### src/rtl/xrom_pkg.sv
// Package: shared types for the expansion ROM read window.
// Assumes size codes 0..2 select 1, 2 and 4 bytes; code 3 is reserved.
package xrom_pkg;

    typedef enum logic [1:0] {
        SZ_BYTE = 2'd0,
        SZ_HALF = 2'd1,
        SZ_WORD = 2'd2,
        SZ_RSVD = 2'd3
    } xfer_size_e;

    typedef enum logic [2:0] {
        K_DATA   = 3'd0,
        K_STATUS = 3'd1,
        K_ZERO   = 3'd2,
        K_BAD_RD = 3'd3,
        K_BAD_WR = 3'd4
    } resp_kind_e;

    // Number of bytes moved for a size code (0 for the reserved code).
    function automatic logic [2:0] size_bytes(input logic [1:0] sz);
        case (sz)
            SZ_BYTE: size_bytes = 3'd1;
            SZ_HALF: size_bytes = 3'd2;
            SZ_WORD: size_bytes = 3'd4;
            default: size_bytes = 3'd0;
        endcase
    endfunction

endpackage

### src/rtl/xrom_store.sv
// Module: byte-wide ROM array with a four-lane little-endian fetch.
// The contents are computed from MULT and SEED. Lanes beyond the transfer
// size are forced to zero. Assumes DEPTH_BYTES is a power of two; an index
// past the end wraps, and the classifier never selects such a fetch.
module xrom_store #(
    parameter int DEPTH_BYTES = 256,
    parameter int MULT        = 29,
    parameter int SEED        = 7,
    localparam int IDX_W      = $clog2(DEPTH_BYTES)
) (
    input  logic [IDX_W-1:0] idx,
    input  logic [1:0]       size,
    output logic [31:0]      word
);
    import xrom_pkg::*;

    logic [7:0] rom_q [DEPTH_BYTES];
    logic [2:0] nbytes;

    // Compute every array entry from its index.
    for (genvar i = 0; i < DEPTH_BYTES; i++) begin : g_rom
        assign rom_q[i] = 8'((i * MULT + SEED) % 256);
    end

    assign nbytes = size_bytes(size);

    // Fetch four consecutive bytes and blank the lanes the size does not use.
    for (genvar k = 0; k < 4; k++) begin : g_lane
        logic [IDX_W-1:0] lane_idx;
        assign lane_idx          = idx + IDX_W'(k);
        assign word[8*k +: 8]    = (3'(k) < nbytes) ? rom_q[lane_idx] : 8'h00;
    end

endmodule

### src/rtl/xrom_classify.sv
// Module: decides how a request is answered.
// Priority: write, no image, reserved size, status offset, out of bounds,
// image data. The end-of-transfer sum carries an extra bit, so a read near
// the top of the offset space cannot wrap back into the image.
module xrom_classify #(
    parameter int          OFFS_W      = 20,
    parameter int          IMAGE_BYTES = 200,
    parameter logic [31:0] STATUS_OFFS = 32'h0002_0018
) (
    input  logic              is_write,
    input  logic              present,
    input  logic [1:0]        size,
    input  logic [OFFS_W-1:0] offs,
    output xrom_pkg::resp_kind_e kind
);
    import xrom_pkg::*;

    localparam logic [OFFS_W:0]   END_LIM = (OFFS_W+1)'(IMAGE_BYTES);
    localparam logic [OFFS_W-1:0] STAT_AT = OFFS_W'(STATUS_OFFS);

    logic [OFFS_W:0] end_sum;

    assign end_sum = {1'b0, offs} + (OFFS_W+1)'(size_bytes(size));

    // Pick the answer class in fixed priority order.
    always_comb begin
        if (is_write)                    kind = K_BAD_WR;
        else if (!present)               kind = K_BAD_RD;
        else if (size == SZ_RSVD)        kind = K_BAD_RD;
        else if (offs == STAT_AT)        kind = K_STATUS;
        else if (end_sum > END_LIM)      kind = K_ZERO;
        else                             kind = K_DATA;
    end

endmodule

### src/rtl/xrom_window.sv
// Module: expansion ROM read window, top level.
// Every request is accepted at once. The answer and the invalid-access
// strobe are registered and appear one clock later. Assumes IMAGE_BYTES
// <= DEPTH_BYTES and that DEPTH_BYTES is a power of two.
module xrom_window #(
    parameter int          OFFS_W      = 20,
    parameter int          DEPTH_BYTES = 256,
    parameter int          IMAGE_BYTES = 200,
    parameter logic [31:0] STATUS_OFFS = 32'h0002_0018,
    parameter int          MULT        = 29,
    parameter int          SEED        = 7
) (
    input  logic              clk,
    input  logic              rst_n,
    input  logic              img_present,
    input  logic              req_valid,
    output logic              req_ready,
    input  logic              req_write,
    input  logic [1:0]        req_size,
    input  logic [OFFS_W-1:0] req_offs,
    output logic              rsp_valid,
    output logic [31:0]       rsp_data,
    output logic              bad_pulse,
    output logic              bad_write,
    output logic [1:0]        bad_size
);
    import xrom_pkg::*;

    localparam int IDX_W = $clog2(DEPTH_BYTES);

    // Reject parameter sets the block cannot serve.
    if (IMAGE_BYTES > DEPTH_BYTES) begin : g_chk_len
        $error("IMAGE_BYTES exceeds DEPTH_BYTES");
    end
    if ((1 << IDX_W) != DEPTH_BYTES) begin : g_chk_pow2
        $error("DEPTH_BYTES must be a power of two");
    end
    if (IDX_W > OFFS_W) begin : g_chk_offs
        $error("offset narrower than array index");
    end

    resp_kind_e  kind;
    logic [31:0] fetch_word;
    logic [31:0] answer;
    logic        accept;
    logic        is_bad;

    logic        rsp_valid_q;
    logic [31:0] rsp_data_q;
    logic        bad_q;
    logic        bad_write_q;
    logic [1:0]  bad_size_q;

    xrom_classify #(
        .OFFS_W      (OFFS_W),
        .IMAGE_BYTES (IMAGE_BYTES),
        .STATUS_OFFS (STATUS_OFFS)
    ) u_classify (
        .is_write (req_write),
        .present  (img_present),
        .size     (req_size),
        .offs     (req_offs),
        .kind     (kind)
    );

    xrom_store #(
        .DEPTH_BYTES (DEPTH_BYTES),
        .MULT        (MULT),
        .SEED        (SEED)
    ) u_store (
        .idx  (req_offs[IDX_W-1:0]),
        .size (req_size),
        .word (fetch_word)
    );

    assign req_ready = 1'b1;
    assign accept    = req_valid;
    assign is_bad    = (kind == K_BAD_RD) || (kind == K_BAD_WR);

    // Choose the returned value from the answer class.
    always_comb begin
        case (kind)
            K_DATA:   answer = fetch_word;
            K_STATUS: answer = 32'h0000_0001;
            K_BAD_RD: answer = 32'hFFFF_FFFF;
            default:  answer = 32'h0000_0000;
        endcase
    end

    // Register the answer and the invalid-access strobe for one cycle.
    always_ff @(posedge clk) begin
        if (!rst_n) begin
            rsp_valid_q <= 1'b0;
            rsp_data_q  <= '0;
            bad_q       <= 1'b0;
            bad_write_q <= 1'b0;
            bad_size_q  <= '0;
        end else begin
            rsp_valid_q <= accept;
            rsp_data_q  <= accept ? answer : 32'h0;
            bad_q       <= accept && is_bad;
            bad_write_q <= accept && req_write;
            if (accept) bad_size_q <= req_size;
        end
    end

    assign rsp_valid = rsp_valid_q;
    assign rsp_data  = rsp_data_q;
    assign bad_pulse = bad_q;
    assign bad_write = bad_write_q;
    assign bad_size  = bad_size_q;

    // a response appears exactly one cycle after each request and never otherwise.
    p_rsp_timing_r1: assert property (@(posedge clk) disable iff (!rst_n)
        req_valid |=> rsp_valid);
    p_no_spurious_r1: assert property (@(posedge clk) disable iff (!rst_n)
        !req_valid |=> !rsp_valid);

    // a read with no image fitted returns all ones and raises a read fault.
    p_absent_ones_r2: assert property (@(posedge clk) disable iff (!rst_n)
        (req_valid && !req_write && !img_present) |=>
            (rsp_data == 32'hFFFF_FFFF && bad_pulse && !bad_write));

    // a valid byte read has its upper 24 bits clear.
    p_zero_ext_r6: assert property (@(posedge clk) disable iff (!rst_n)
        (req_valid && !req_write && img_present && req_size == 2'd0) |=>
            (rsp_data[31:8] == 24'h0));

    // a write always yields a write fault and zero data.
    p_write_fault_r7: assert property (@(posedge clk) disable iff (!rst_n)
        (req_valid && req_write) |=> (bad_pulse && bad_write && rsp_data == 32'h0));

    // the fault strobe only comes with a response and echoes the size code.
    p_bad_with_rsp_r8: assert property (@(posedge clk) disable iff (!rst_n)
        bad_pulse |-> rsp_valid);
    p_bad_size_r8: assert property (@(posedge clk) disable iff (!rst_n)
        req_valid |=> (!bad_pulse || bad_size == $past(req_size)));

endmodule

### config.mk
export PLATFORM = sky130hd
export DESIGN_NAME = xrom_window
export DESIGN_NICKNAME = d
export VERILOG_FILES = /design/src/rtl/xrom_pkg.sv /design/src/rtl/xrom_store.sv /design/src/rtl/xrom_classify.sv /design/src/rtl/xrom_window.sv
export SDC_FILE = /design/constraint.sdc
export NUM_CORES = 1
export LEC_CHECK = 0
export BUFFER_PORTS_ARGS = -buffer_cell sky130_fd_sc_hd__buf_2
export CAP_MARGIN = 30
export CORE_UTILIZATION = 50
export CTS_CLUSTER_SIZE = 16
export DETAILED_ROUTE_END_ITERATION = 16
export PLACE_DENSITY = 0.69
export SLEW_MARGIN = 20
export SYNTH_ARGS = -nofsm -noshare
export SYNTH_HDL_FRONTEND = slang
export SYNTH_HIERARCHICAL = 1
export SYNTH_SLANG_ARGS = --single-unit
export TNS_END_PERCENT = 100
### constraint.sdc
create_clock -name clk -period 5.85 [get_ports clk]
set_input_delay 1.17 -clock clk [delete_from_list [all_inputs] [get_ports clk]]
set_output_delay 1.17 -clock clk [all_outputs]
set_load 0.005 [all_outputs]
==> results of run 1 <==
## worst min path at each step
stage,to,slack [ps]
floorplan,bad_size[0]$_SDFFE_PN0P_,510
global placement,bad_size[1]$_SDFFE_PN0P_,500
detailed placement,bad_size[1]$_SDFFE_PN0P_,510
CTS,bad_size[1]$_SDFFE_PN0P_,530
global route,bad_size[1]$_SDFFE_PN0P_,550
finish,bad_size[1]$_SDFFE_PN0P_,520
## per-layer routing
| layer | track usage [%] | vias up |
|---|---|---|
| li1 | - | 3423 |
| met2 | 48.8 | 432 |
| met1 | 45.4 | 3339 |
| met3 | 5.03 | 50 |
| met4 | 11.4 | 0 |
| met5 | 0 | - |
## synthesized netlist by cell type, drive strengths merged (8+ instances only)
cell / number / area share (%)
a21oi: 107 / 8.6
nor2: 103 / 6.2
nand2: 68 / 4.1
o21ai: 61 / 4.9
buf: 54 / 5.1
clkbuf: 42 / 2.6
dfxtp: 37 / 12
xnor2: 36 / 6.4
nor3: 33 / 2.6
or3b: 32 / 4.4
a211oi: 29 / 3.4
inv: 27 / 1.6
ha: 26 / 5.1
nand3: 22 / 2.0
o211ai: 21 / 2.5
a31oi: 16 / 1.6
mux2i: 15 / 2.4
o311ai: 12 / 1.7
and3: 10 / 0.99
o31ai: 10 / 1.2
a2111oi: 8 / 1.2
a311oi: 8 / 1.1
nor2b: 8 / 0.79
nor4: 8 / 0.79
o221ai: 8 / 1.1
## cells in the final DEF (no fill, tap or decap), types with 8 or more instances in the layout
cell type / count
or3b_1: 27
inv_1: 22
buf_2: 63
nor4_1: 8
o311ai_0: 8
and3_1: 10
o31ai_1: 10
dfxtp_1: 37
a21oi_1: 104
nand2_1: 66
buf_4: 28
a31oi_1: 16
o221ai_1: 8
a211oi_1: 29
nand3_1: 20
mux2i_1: 15
nor2b_1: 8
o21ai_0: 59
nor3_1: 33
o211ai_1: 21
xnor2_1: 27
a311oi_1: 8
nor2_1: 102
ha_1: 26
## cell type report
cell class	instances	area [µm²]	share of cell area, %
multi-input combinational	754	5020	74.2
sequential	37	741	11.0
timing repair buffer	93	544	8.05
tap	168	210	3.11
clock buffer	5	125	1.85
inverter	28	105	1.55
clock inverter	3	17.5	0.259
## registers in the layout (all words and copies together), names as in the netlist
register,cells
rsp_valid,1
bad_size,2
bad_write,1
rsp_data,32
bad_pulse,1
## power breakdown
group          switching [mW]  leakage (nW)  internal, mW
Clock                   0.107        0.0696         0.156
Combinational           0.368          2.18         0.205
Sequential            0.00156         0.300         0.258
## stage by stage
step / worst slack [ps] / cell area (µm²)
after floorplan: 1720 / 6340
after global placement: 1270 / 6600
after detailed placement: 1190 / 6610
after CTS: 1470 / 6750
after global routing: 1150 / 6760
final: 1430 / 6760
## cell families after synthesis
kind of cell,count (synthesis),share of synthesized area (%)
AOI/OAI and AO/OA,339,35.1
DFF,37,11.7
adders and majority gates,27,5.45
buffers and inverters,124,9.33
other,1,0.0591
muxes,22,4.32
xor gates and xnor gates,43,7.72
and+or+nand+nor,322,26.3
## worst max-delay path: stages
cell	delay [ps]
buf_2	170
nor2_1	100
ha_1	230
fa_1	440
a21oi_1	650
o21ai_0	160
a211o_1	320
o31a_1	100
a211oi_1	300
a21oi_2	100
buf_4	240
nand2_1	120
buf_4	310
a21oi_1	120
==> reports/qor.txt, run 1 <==
sequential share of the synthesized area - 11.7%
Hold Path Depth - 2
cts hold-fix bufs - 0
Synth Flop Type - dfxtp_1
worst-case reg-to-reg path depth - 2
Final period util - 75.5%
Filler Cell Count - 1205
post-CTS setup buffer count - 0
Required @ worst endpoint - 5990 ps
number of flops mapped to enable cells by yosys - 0
critical path endpoint category - flop
CTS Buf Count - 5
worst skew pair latency - 280 ps
routed vias/inst - 6.66
clock slew at reported path FFs - 60 ps
HP Class - reg2reg
hpwl dp - 14100 µm
first-pass GRT wire length - 33700 µm
max_slew headroom - 36.2%
DRT Wirelength - 20800 µm
reg-to-reg endpoint - bad_size[0]$_SDFFE_PN0P_
Fmax - 226 MHz
max-cap violations - 0
Power Total - 1.10 mW
CP Class - in2reg
Clock Tree Root - clkbuf_16
setup TNS - 0 ps
H-tree depth - 2
layout cells sized above 1 - 15.9%
Initial Utilization - 52.1%
Synth Instances - 915
setup violators final - 0
CTS sink count - 37
Final min period - 4420 ps
chip height - 115 µm
flop2flop setup slack - 5250 ps
syn avg cell area - 6.93 µm²
clock skew - 0 ps
# IOs - 65
First DRT Iteration DRCs - 954
cell area after synthesis - 6340 µm²
number of cell rows - 40
Static Leak - 2.55 nW
Post-DRT Antenna Nets - 0
vias - 7244
TritonCTS clock tree - done
Reg2Reg Launch Point - bad_size[0]$_SDFFE_PN0P_
met3 WL - 2280 µm
Synth-to-Final Area Change - 6.59%
nets@finish - 973
port buffer count - 63
# diodes - 0
largest net degree at the start of global routing - 40
Yosys reg bits - 37
Yosys warnings - 6
Final Util - 55.6%
worst slew pin tran - 951 ps
initial antenna violation count - 0
distinct cell type count after synthesis - 88
PostCTS Resize Cnt - 0
non-filler cells, final - 1088
Die Wd - 115 µm
Die ar. - 13100 µm²
vias in the first global route - 6362
pwr/cell area - 162 nW/µm²
gr usage total - 32.0%
Arrival @ worst endpoint - 4550 ps
Core Box Area - 12200 µm²
crit path launch - req_size[0]
GR Overflow Total - 0
critical path launch point type - input pin
M1 WL - 9000 µm
Placed Cells - 1079
DR WL/cell - 19.1 µm
Synth Net Count - 969
top layer in use - met4
clock tree buffer depth - 2
crit-path max FO - 35
Final Wtd Congestion - 0.980
worst hold start - bad_size[1]$_SDFFE_PN0P_
unrepaired setup endpoints after global routing - no
drt drc - 0
peak supply drop - 0.0923 mV
1st-pass router iterations - 5
critical path endpoint - rsp_data[17]$_SDFF_PN0_
asr flop ratio synth - 0%
met2 wire length - 8960 µm
max-slew violation count - 0
status - finished clean
Fin. Hold Viols - 0
worst-case hold slack - 525 ps
No activity file was read; power rests on OpenSTA's default activity.
==> run 2: changes to the inputs <==
Clock period 5.85 ns to 4.23 ns, I/O delays scaled along.
==> run 2 against run 1 <==
  * Non-clock buffer count increased by 30
  * Clock power increased by 58%
  * Final cell count increased by 2.8%
  * Cell area increased by 4.1%
  * Critical path type unchanged
  * Highest routed layer unchanged
==> reports/qor.txt, run 2 (synthesis gave the netlist of run 1 again) <==
status - finished clean (unchanged)
max-slew violation count - 0 (unchanged)
1st-pass router iterations - 5 (unchanged)
vias - 7332 (was 7244)
reg-to-reg endpoint - bad_size[1]$_SDFFE_PN0P_ (was bad_size[0]$_SDFFE_PN0P_)
setup violators final - 0 (unchanged)
crit-path max FO - 35 (unchanged)
H-tree depth - 2 (unchanged)
First DRT Iteration DRCs - 990 (was 954)
clock slew at reported path FFs - 60 ps (about the same)
GR Overflow Total - 0 (unchanged)
worst slew pin tran - 945 ps (was 951 ps)
Static Leak - 2.71 nW (was 2.55 nW)
chip height - 115 µm (unchanged)
largest net degree at the start of global routing - 40 (unchanged)
DRT Wirelength - 21400 µm (was 20800 µm)
met1 GRT Util - 47.0% (was 45.4%)
Clock Tree Root - clkbuf_16 (unchanged)
post-CTS setup buffer count - 0 (unchanged)
Post-DRT Antenna Nets - 0 (unchanged)
CTS Buf Count - 5 (unchanged)
Hold Path Depth - 2 (unchanged)
vias in the first global route - 6601 (was 6362)
routed vias/inst - 6.56 (was 6.66)
Die ar. - 13100 µm² (unchanged)
max-cap violations - 0 (unchanged)
PostCTS Resize Cnt - 0 (unchanged)
Die Wd - 115 µm (unchanged)
Initial Utilization - 52.1% (unchanged)
max_slew headroom - 36.5% (was 36.2%)
Place WS - 288 ps (was 1190 ps)
critical path endpoint category - flop (unchanged)
clock skew - 0 ps (unchanged)
Largest register FFs - 32 (unchanged)
CP Class - in2reg (unchanged)
GRT busiest layer - met2 (unchanged)
PnR worst setup slack - 464 ps (was 1430 ps)
first-pass GRT wire length - 34700 µm (was 33700 µm)
Reg2Reg Launch Point - bad_size[1]$_SDFFE_PN0P_ (was bad_size[0]$_SDFFE_PN0P_)
pwr/cell area - 229 nW/µm² (was 162 nW/µm²)
Arrival @ worst endpoint - 3970 ps (was 4550 ps)
flop2flop setup slack - 3640 ps (was 5250 ps)
nets@finish - 1003 (was 973)
Fin. Hold Viols - 0 (unchanged)
setup TNS - 0 ps (unchanged)
Core Box Area - 12200 µm² (unchanged)
Final period util - 89.0%
Finished Cell Area - 7040 µm² (was 6760 µm²)
Fmax - 266 MHz
number of cell rows - 40 (unchanged)
# diodes - 0 (unchanged)
hold endpoint - bad_size[0]$_SDFFE_PN0P_ (was bad_size[1]$_SDFFE_PN0P_)
Placed Cells - 1108 (was 1079)
Required @ worst endpoint - 4430 ps (was 5990 ps)
drt drc - 0 (unchanged)
layout cells sized above 1 - 18.5% (was 15.9%)
initial antenna violation count - 0 (unchanged)
TritonCTS clock tree - done (unchanged)
Final Util - 57.9% (was 55.6%)
worst skew pair latency - 280 ps (about the same)
DR WL/cell - 19.1 µm (about the same)
most common cell after layout, fill and taps aside - a21oi_1 (unchanged)
Area after DPL - 6850 µm² (was 6610 µm²)
peak supply drop - 0.181 mV (was 0.0923 mV)
clock tree buffer depth - 2 (unchanged)
cts hold-fix bufs - 0 (unchanged)
gr usage total - 32.8% (was 32.0%)
unrepaired setup endpoints after global routing - no (unchanged)
worst-case reg-to-reg path depth - 2 (unchanged)
most frequent cells in the layout - a21oi_1, nor2_1, nand2_1 (unchanged)
hpwl dp - 15200 µm (was 14100 µm)
critical path launch point type - input pin (unchanged)
Final Wtd Congestion - 0.955 (was 0.980)
worst hold start - bad_size[0]$_SDFFE_PN0P_ (was bad_size[1]$_SDFFE_PN0P_)
met2 usage - 49.3% (was 48.8%)
CTS sink count - 37 (unchanged)
Final min period - 3770 ps
area occupied by multi-input gates - 5020 µm² (unchanged)
HP Class - reg2reg (unchanged)
port buffer count - 63 (unchanged)
GR Layer Usage met3 - 2.96% (was 5.03%)
Synth-to-Final Area Change - 11.0% (was 6.59%)
Reg area - 741 µm² (unchanged)
Filler Cell Count - 1203 (was 1205)
# IOs - 65 (unchanged)
non-filler cells, final - 1118 (was 1088)
crit path launch - req_size[1] (was req_size[0])
run 2: cell count changes in the layout (fill, tap and decap cells not counted), sizes merged:
cell | previous run | this run
clkbuf | 6 | 7
buf | 92 | 121
bufinv | 0 | 1
clkinv | 3 | 2
run 2: worst max path at each step:
stage / endpoint / slack (ps) / cells after the start
3_3_place_gp: rsp_data[24]$_SDFF_PN0_ / 240 / 14
3_5_place_dp: rsp_data[16]$_SDFF_PN0_ / 290 / 11
5_1_grt: rsp_data[30]$_SDFF_PN0_ / 200 / 12
2_1_floorplan: rsp_data[31]$_SDFF_PN0_ / 430 / 14
6_report: rsp_data[24]$_SDFF_PN0_ / 460 / 14
4_1_cts: rsp_data[24]$_SDFF_PN0_ / 530 / 14
run 2: final cells by class:
| class | count | share of cell area (%) |
|---|---|---|
| Multi-Input combinational cell | 754 | 71.3 |
| Clock inverter | 3 | 0.658 |
| Timing Repair Buffer | 123 | 11.3 |
| Sequential cell | 37 | 10.5 |
| Clock buffer | 5 | 1.78 |
| Tap cell | 168 | 2.99 |
| Inverter | 28 | 1.49 |
run 2: metal layers:
| metal | vias to the layer above | wire length, µm |
|---|---|---|
| li1 | 3475 | - |
| met4 | 0 | 829 |
| met3 | 69 | 2010 |
| met2 | 460 | 9150 |
| met5 | - | 0 |
| met1 | 3328 | 9410 |
run 2: stage by stage:
step           power (mW)  hold slack, ps
2_1_floorplan       0.951             507
3_5_place_dp         1.17             509
6_report             1.61             523
4_1_cts              1.59             525
5_1_grt              1.71             539
3_3_place_gp         1.17             499
run 2: where the power goes:
part	internal [mW]	switching, mW	leakage, nW
clock	0.278	0.139	0.0800
combinational	0.313	0.525	2.33
sequential	0.357	0.00205	0.300
run 2: critical path, stage by stage:
cell	delay (ps)
buf_2	170
nor2_1	80
ha_1	220
fa_1	450
a21oi_1	160
buf_4	190
nor3_1	70
xnor2_1	190
o2111ai_1	140
nor4_1	470
a21oi_2	130
buf_12	190
or3b_2	460
a21oi_1	180
